File: src/rtl/aes_mck_pkg.sv
package aes_mck_pkg;

  localparam int BYTE_W = 8;
  localparam int ROWS   = 4;
  localparam int COL_W  = BYTE_W * ROWS;

  // Multiply by x in GF(2^8) with reduction polynomial 0x11B.
  function automatic logic [7:0] gf_dbl(input logic [7:0] b);
    return {b[6:0], 1'b0} ^ (b[7] ? 8'h1B : 8'h00);
  endfunction

  // One column through the (2,3,1,1) circulant; row 0 is the top byte.
  function automatic logic [31:0] mix_one_col(input logic [31:0] col);
    logic [7:0] a0, a1, a2, a3;
    logic [7:0] y0, y1, y2, y3;
    a0 = col[31:24];
    a1 = col[23:16];
    a2 = col[15:8];
    a3 = col[7:0];
    y0 = gf_dbl(a0) ^ gf_dbl(a1) ^ a1 ^ a2 ^ a3;
    y1 = a0 ^ gf_dbl(a1) ^ gf_dbl(a2) ^ a2 ^ a3;
    y2 = a0 ^ a1 ^ gf_dbl(a2) ^ gf_dbl(a3) ^ a3;
    y3 = gf_dbl(a0) ^ a0 ^ a1 ^ a2 ^ gf_dbl(a3);
    return {y0, y1, y2, y3};
  endfunction

  // XOR of the four bytes of a column.
  function automatic logic [7:0] col_byte_sum(input logic [31:0] col);
    return col[31:24] ^ col[23:16] ^ col[15:8] ^ col[7:0];
  endfunction

endpackage

File: src/rtl/mck_column.sv
module mck_column
  import aes_mck_pkg::*;
(
  input  logic [COL_W-1:0] col_in,
  output logic [COL_W-1:0] col_out
);

  logic [7:0] in_sum;
  logic [7:0] out_sum;

  assign col_out = mix_one_col(col_in);
  assign in_sum  = col_byte_sum(col_in);
  assign out_sum = col_byte_sum(col_out);

  // Matrix column sum is one, so mixing keeps the byte sum.
  always_comb begin
    assert_colsum_kept_R3: assert (in_sum == out_sum)
      else $error("column byte sum changed by mixing");
  end

endmodule

File: src/rtl/mck_colsig.sv
module mck_colsig
  import aes_mck_pkg::*;
(
  input  logic [COL_W-1:0]  mix_in,
  input  logic [COL_W-1:0]  key_in,
  input  logic [COL_W-1:0]  res_in,
  output logic [BYTE_W-1:0] sig
);

  assign sig = col_byte_sum(mix_in) ^ col_byte_sum(key_in) ^ col_byte_sum(res_in);

endmodule

File: src/rtl/mck_fold.sv
module mck_fold #(
  parameter int RAW_W = 32,
  parameter int OUT_W = 8
) (
  input  logic [RAW_W-1:0] raw,
  output logic [OUT_W-1:0] folded
);

  for (genvar i = 0; i < OUT_W; i++) begin : g_lane
    always_comb begin
      folded[i] = 1'b0;
      for (int j = i; j < RAW_W; j += OUT_W) folded[i] = folded[i] ^ raw[j];
    end
  end

  // Folding keeps the overall parity of the raw flag.
  always_comb begin
    assert_fold_parity_R6: assert ((^folded) == (^raw))
      else $error("fold changed raw flag parity");
  end

endmodule

File: src/rtl/aes_mixkey_checked.sv
module aes_mixkey_checked
  import aes_mck_pkg::*;
#(
  parameter int ERR_W   = 8,
  parameter bit REG_OUT = 1'b1
) (
  input  logic               clk,
  input  logic               rst_n,
  input  logic [127:0]       state_i,
  input  logic [127:0]       rkey_i,
  input  logic [127:0]       inject_i,
  output logic [127:0]       result_o,
  output logic [ERR_W-1:0]   err_o
);

  localparam int NCOL    = 4;
  localparam int STATE_W = NCOL * COL_W;
  localparam int RAW_W   = NCOL * BYTE_W;

  logic [STATE_W-1:0] mixed;
  logic [STATE_W-1:0] result_c;
  logic [RAW_W-1:0]   raw_flag;
  logic [ERR_W-1:0]   err_c;

  for (genvar c = 0; c < NCOL; c++) begin : g_col
    localparam int LO = COL_W * (NCOL - 1 - c);

    mck_column u_mix (
      .col_in  (state_i[LO +: COL_W]),
      .col_out (mixed[LO +: COL_W])
    );

    mck_colsig u_sig (
      .mix_in (state_i[LO +: COL_W]),
      .key_in (rkey_i[LO +: COL_W]),
      .res_in (result_c[LO +: COL_W]),
      .sig    (raw_flag[BYTE_W*c +: BYTE_W])
    );
  end

  assign result_c = mixed ^ rkey_i ^ inject_i;

  mck_fold #(.RAW_W(RAW_W), .OUT_W(ERR_W)) u_fold (
    .raw    (raw_flag),
    .folded (err_c)
  );

  always_comb begin
    if (rst_n) begin
      assert_clean_flag_R4: assert (inject_i != '0 || raw_flag == '0)
        else $error("signature nonzero without injection");
      assert_single_detect_R5: assert ($countones(inject_i) != 1 || raw_flag != '0)
        else $error("single flipped bit not detected");
    end
  end

  if (REG_OUT) begin : g_reg
    logic [STATE_W-1:0] res_q;
    logic [ERR_W-1:0]   err_q;

    always_ff @(posedge clk) begin
      if (!rst_n) begin
        res_q <= '0;
        err_q <= '0;
      end else begin
        res_q <= result_c;
        err_q <= err_c;
      end
    end

    assign result_o = res_q;
    assign err_o    = err_q;

    assert_clean_registered_R7: assert property (@(posedge clk) disable iff (!rst_n)
      (inject_i == '0) |=> (err_o == '0))
      else $error("registered flag nonzero after clean cycle");
  end else begin : g_comb
    assign result_o = result_c;
    assign err_o    = err_c;
  end

endmodule

File: config.mk
export PLATFORM = sky130hd
export DESIGN_NAME = aes_mixkey_checked
export DESIGN_NICKNAME = d
export VERILOG_FILES = /design/src/rtl/aes_mck_pkg.sv /design/src/rtl/mck_column.sv /design/src/rtl/mck_colsig.sv /design/src/rtl/mck_fold.sv /design/src/rtl/aes_mixkey_checked.sv
export SDC_FILE = /design/constraint.sdc
export NUM_CORES = 1
export LEC_CHECK = 0
export CORE_AREA = 2 2 203 205
export CTS_CLUSTER_SIZE = 10
export DETAILED_ROUTE_END_ITERATION = 16
export DIE_AREA = 0 0 205 207
export GPL_TIMING_DRIVEN = 0
export PLACE_DENSITY_LB_ADDON = 0.3
export SLEW_MARGIN = 40
export SYNTH_ARGS = -nofsm -noshare
export SYNTH_HDL_FRONTEND = slang
export SYNTH_SLANG_ARGS = --single-unit
File: constraint.sdc
create_clock -name clk -period 6.8 [get_ports clk]
set_input_delay 1.02 -clock clk [delete_from_list [all_inputs] [get_ports clk]]
set_output_delay 1.02 -clock clk [all_outputs]
set_load 0.01 [all_outputs]
After elaboration in Yosys (flattened, before gate mapping). Index checks and enable logic that the tools add are counted.

Word-level logic and storage cells: 164. Register bits after elaboration: 136. Output and inout bits: 136. Bits of input ports: 386.

Multiplexer cells: 16. Bitwise logic cells: 146.

Operators by type and width (count): bitwise XOR 8 bit (116); bitwise XOR 128 bit (2); 2-to-1 mux 5 bit (16); bitwise XOR 8 x 5 -> 8 bit (4); bitwise XOR 1 bit (24).

Logic depth before layout (Yosys ltp).
Word-level depth: 15. Gate-level depth with buffers: 8. Mapped depth without buffers: 7.

Hierarchy. From an unflattened synthesis, not the netlist that was laid out.

Cells, all modules: 1497. Area total of the unflattened synthesis: 16533.4 µm².

By module, submodules not included: aes_mixkey_checked (instances 1, area an instance 7780.0 µm², cells an instance 813); mck_column (instances 4, area an instance 1325.0 µm², cells an instance 85); mck_colsig (instances 4, area an instance 810.8 µm², cells an instance 80); mck_fold (instances 1, area an instance 210.2 µm², cells an instance 24).

Worst setup path before layout. No wires, ideal clock.

Path kind: input -> register. Start point: in state_i[47]. End point: reg g_reg.err_q[3], in the netlist err_o[3]. Setup time: 115 ps. Slack: 3589 ps. Cell stages on the path: 8. Data required time: 6685 ps. Arrival time: 3096 ps. Path through: buf_2 > xnor2_1 > xnor3_1 > xnor2_1 > xnor3_1 > xnor2_1 > xnor3_1 > and2_1.

Longest elaborated chain between the ends: 13. Elaborated cells on any way between the ends: 16. Those cells by class: mux (1); bitwise (15).

Ends and longest elaborated chain: from (decl) (line aes_mixkey_checked.sv:9) `input logic [127:0] state_i,`; 2-to-1 mux 5 bit * (line aes_mck_pkg.sv:9) `return {b[6:0], 1'b0} ^ (b[7] ? 8'h1B : 8'h00);`; bitwise XOR 8 bit * (line aes_mck_pkg.sv:9); bitwise XOR 8 bit (3 in a row) (line aes_mck_pkg.sv:21) `y1 = a0 ^ gf_dbl(a1) ^ gf_dbl(a2) ^ a2 ^ a3;`; bitwise XOR 128 bit * (2 in a row) (line aes_mixkey_checked.sv:41) `assign result_c = mixed ^ rkey_i ^ inject_i;`; bitwise XOR 8 bit (line aes_mck_pkg.sv:29) `return col[31:24] ^ col[23:16] ^ col[15:8] ^ col[7:0];`; bitwise XOR 8 bit * (2 in a row) (line aes_mck_pkg.sv:29); bitwise XOR 8 bit * (line mck_colsig.sv:10) `assign sig = col_byte_sum(mix_in) ^ col_byte_sum(key_in) ^ col_byte_sum(res_in);`; bitwise XOR 1 bit * (2 in a row) (line mck_fold.sv:12) `for (int j = i; j < RAW_W; j += OUT_W) folded[i] = folded[i] ^ raw[j];`; to (signal assigned) (line aes_mixkey_checked.sv:67) `err_q <= err_c;`; to (decl) (line aes_mixkey_checked.sv:59) `logic [ERR_W-1:0] err_q;`.

Every way passes the cells marked *; elsewhere a longest branch is shown, timed or not. A chain may end at the register's enable or synchronous reset.

Worst setup path after layout.
Start point: in state_i[55]. End point: reg g_reg.err_q[3], in the netlist err_o[3].

Longest elaborated chain between the ends: 14. Elaborated cells on any way between the ends: 18. Those cells by class: mux (1); bitwise (17).

Ends and longest elaborated chain (line): 2-to-1 mux 5 bit * (aes_mck_pkg.sv:9); bitwise XOR 8 bit * (aes_mck_pkg.sv:9); bitwise XOR 8 bit (on tied branches) (4 in a row) (aes_mck_pkg.sv:20, aes_mck_pkg.sv:21); bitwise XOR 128 bit * (2 in a row) (aes_mixkey_checked.sv:41); bitwise XOR 8 bit * (3 in a row) (aes_mck_pkg.sv:29); bitwise XOR 8 bit * (mck_colsig.sv:10); bitwise XOR 1 bit * (2 in a row) (mck_fold.sv:12).

Marks and branches as above.

==> flow_metrics.py <==
metrics = {
    "sta": {
        "rsz0062_at_grt": "no",
        "slew_viol_final": 0,
        "finalCritPeriodShare": 0.561,
        "fin_crit_ns": 3.81,
        "finalHoldViolations": 0,
        "final.setup.worst_slack_ns": 2.99,
        "fmax_mhz": 262,
        "setup-violations-final": 0,
        "worst_pin_slew_ns": 0.855,
        "final.setup.tns_ns": 0,
        "max-slew-margin-rel": 0.430,
    },
    "clock_tree": {
        "cts-hold-fix-buffers": 0,
        "clock-sinks": 136,
        "cts_root_buffer": "clkbuf_16",
        "clockBufferDepth": 2,
        "cts_tree": "done",
        "htree_levels": 4,
        "cts_buffers": 17,
        "postCtsSetupBuffers": 0,
        "cts.clk_slew.worst_paths_ns": 0.06,
        "post_cts_resized": 0,
    },
    "global_route": {
        "track_usage": 0.230,
        "grt_first_pass_wirelength_mm": 68.2,
        "grt-ovfl-total": 0,
        "grt_pass1_vias": 10200,
        "grt_max_degree": 17,
        "antenna_found_initial": 2,
    },
    "power_and_ir_drop": {
        "p_leak_nw": 6.88,
        "powerDensity_nw_per_um2": 307,
        "finalPower_mw": 5.60,
        "peakVddDrop_uv": 222,
    },
    "final_layout": {
        "drive_gt1_frac": 0.0293,
        "final_net_count": 2044,
        "design_area_sq_um": 18200,
        "stdcell_count": 2205,
        "fillers": 3999,
        "area_delta_synth_final_pct": 54.1,
    },
    "critical_path": {
        "endpoint_kind": "flop",
        "start_kind": "input pin",
        "critical_path_class": "in2reg",
        "crit_required_ns": 7.15,
        "arrival_ns": 4.17,
        "critPathMaxFanout": 4,
    },
    "routing": {
        "drt_iter0_drc": 284,
        "ant_nets": 0,
        "wl_per_cell_um": 22.3,
        "drcViolationCount": 0,
        "vias": 9214,
        "wl_mm": 49.1,
        "drtPass1Iterations": 4,
        "viasPerCell": 4.18,
    },
    "place": {
        "dp_hpwl_mm": 42.8,
        "post-place-ws_ns": 2.56,
        "place.gp.congestion": 0.894,
        "port_buffers": 507,
        "place_area_sq_um": 17600,
        "post-place-cells": 2171,
    },
    "synthesis": {
        "ys_seq_elements": 136,
        "syn_nets": 1518,
        "yosysWarnings": 0,
        "synth_largest_area_cell": "xnor2_1",
        "postSynthAreaPerCell_sq_um": 10.4,
        "synth_cell_types": 17,
        "synth_top_area_frac": 0.429,
        "yosysSeqAreaShare": 0.230,
        "netlist_area_sq_um": 11800,
        "synthTopCellsByArea": "xnor2_1 (43%), dfxtp_1 (23%), xnor3_1 (14%)",
        "synthCells": 1132,
    },
    "floorplanning": {
        "die_x_um": 205,
        "die_area_sq_um": 42400,
        "io_pins": 522,
        "start_util": 0.293,
        "row_count": 74,
        "die_h_um": 207,
        "fp.coreArea_sq_um": 40400,
    },
    "status": {
        "status": "completed",
    },
    "hold_path": {
        "hp-class": "in2reg",
    },
    "flow_run": {
        "maxCapViolations": 0,
    },
}
worst max-delay path, cell delays in order:
cell and delay (ns):
clkdlybuf4s50_1 0.51, xnor2_1 0.72, xnor3_1 0.68, xnor2_1 0.24, xnor3_1 0.30, xnor2_1 0.22
xnor3_1 0.31, and2_1 0.16
stage by stage:
step	utilization	hold WS, ns
3_5_place_dp	0.435	1.57
3_3_place_gp	0.435	1.56
4_1_cts	0.451	1.08
6_report	0.451	1.11
5_1_grt	0.451	1.11
2_1_floorplan	-	1.16
power breakdown:
group	switching (mW)	internal (mW)	total (mW)
combinational	1.41	2.09	3.50
sequential	0.0558	1.01	1.06
clock	0.408	0.632	1.04
synthesized netlist by cell type (all sizes together):
master and count:
xnor2 579, xor2 169, or2 2, a21oi 2, xnor3 75, nor2 75, dfxtp 136, clkbuf 23
nor3b 2, nand2 4, and2 59, buf 5, inv 1
cells in the final DEF (no fill, tap or decap), types with 5 or more instances in the layout:
master             n
and2_1            58
buf_2              5
clkbuf_1          21
clkbuf_16         17
clkdlybuf4s50_1  507
dfxtp_1          136
nor2_1            75
xnor2_1          576
xnor3_1           74
xor2_1           166
final cells by class:
class	instances	area [sq um]	share of cell area
diodes	3	7.51	0.000412
plain buffers	28	115	0.00632
clock buffers	20	457	0.0251
clock inverters	11	171	0.00941
inverters	1	3.75	0.000206
multi-input cells	967	8990	0.494
flip-flops and latches	136	2720	0.150
well taps	532	666	0.0366
repair buffers	507	5070	0.279
flip-flops by register name (all words and copies together) (netlist names):
name,cells
result_o,128
err_o,8
routing by layer:
layer / up-vias / GRT usage / share of wire
met3: 46 / 0.0535 / 0.061
li1: 4538 / - / -
met4: 2 / 0.0769 / 0.024
met1: 4301 / 0.254 / 0.39
met5: - / 0 / 0.00031
met2: 327 / 0.427 / 0.52
cells by family after synthesis:
family	count (synthesis)	share of synthesized area
AO/OA/AOI/OAI	2	0.000847
buffers and inverters	29	0.00974
flip-flops	136	0.230
XOR/XNOR	823	0.700
AND/OR/NAND/NOR	142	0.0588
path summary, 6_finish.rpt:
kind	from	to	slack, ns	cells after the start
worst max-delay path	state_i[55]	err_o[3]	2.99	8
worst min-delay path	state_i[47]	result_o[55]	1.11	4
No activity file was read; power rests on OpenSTA's default activity.
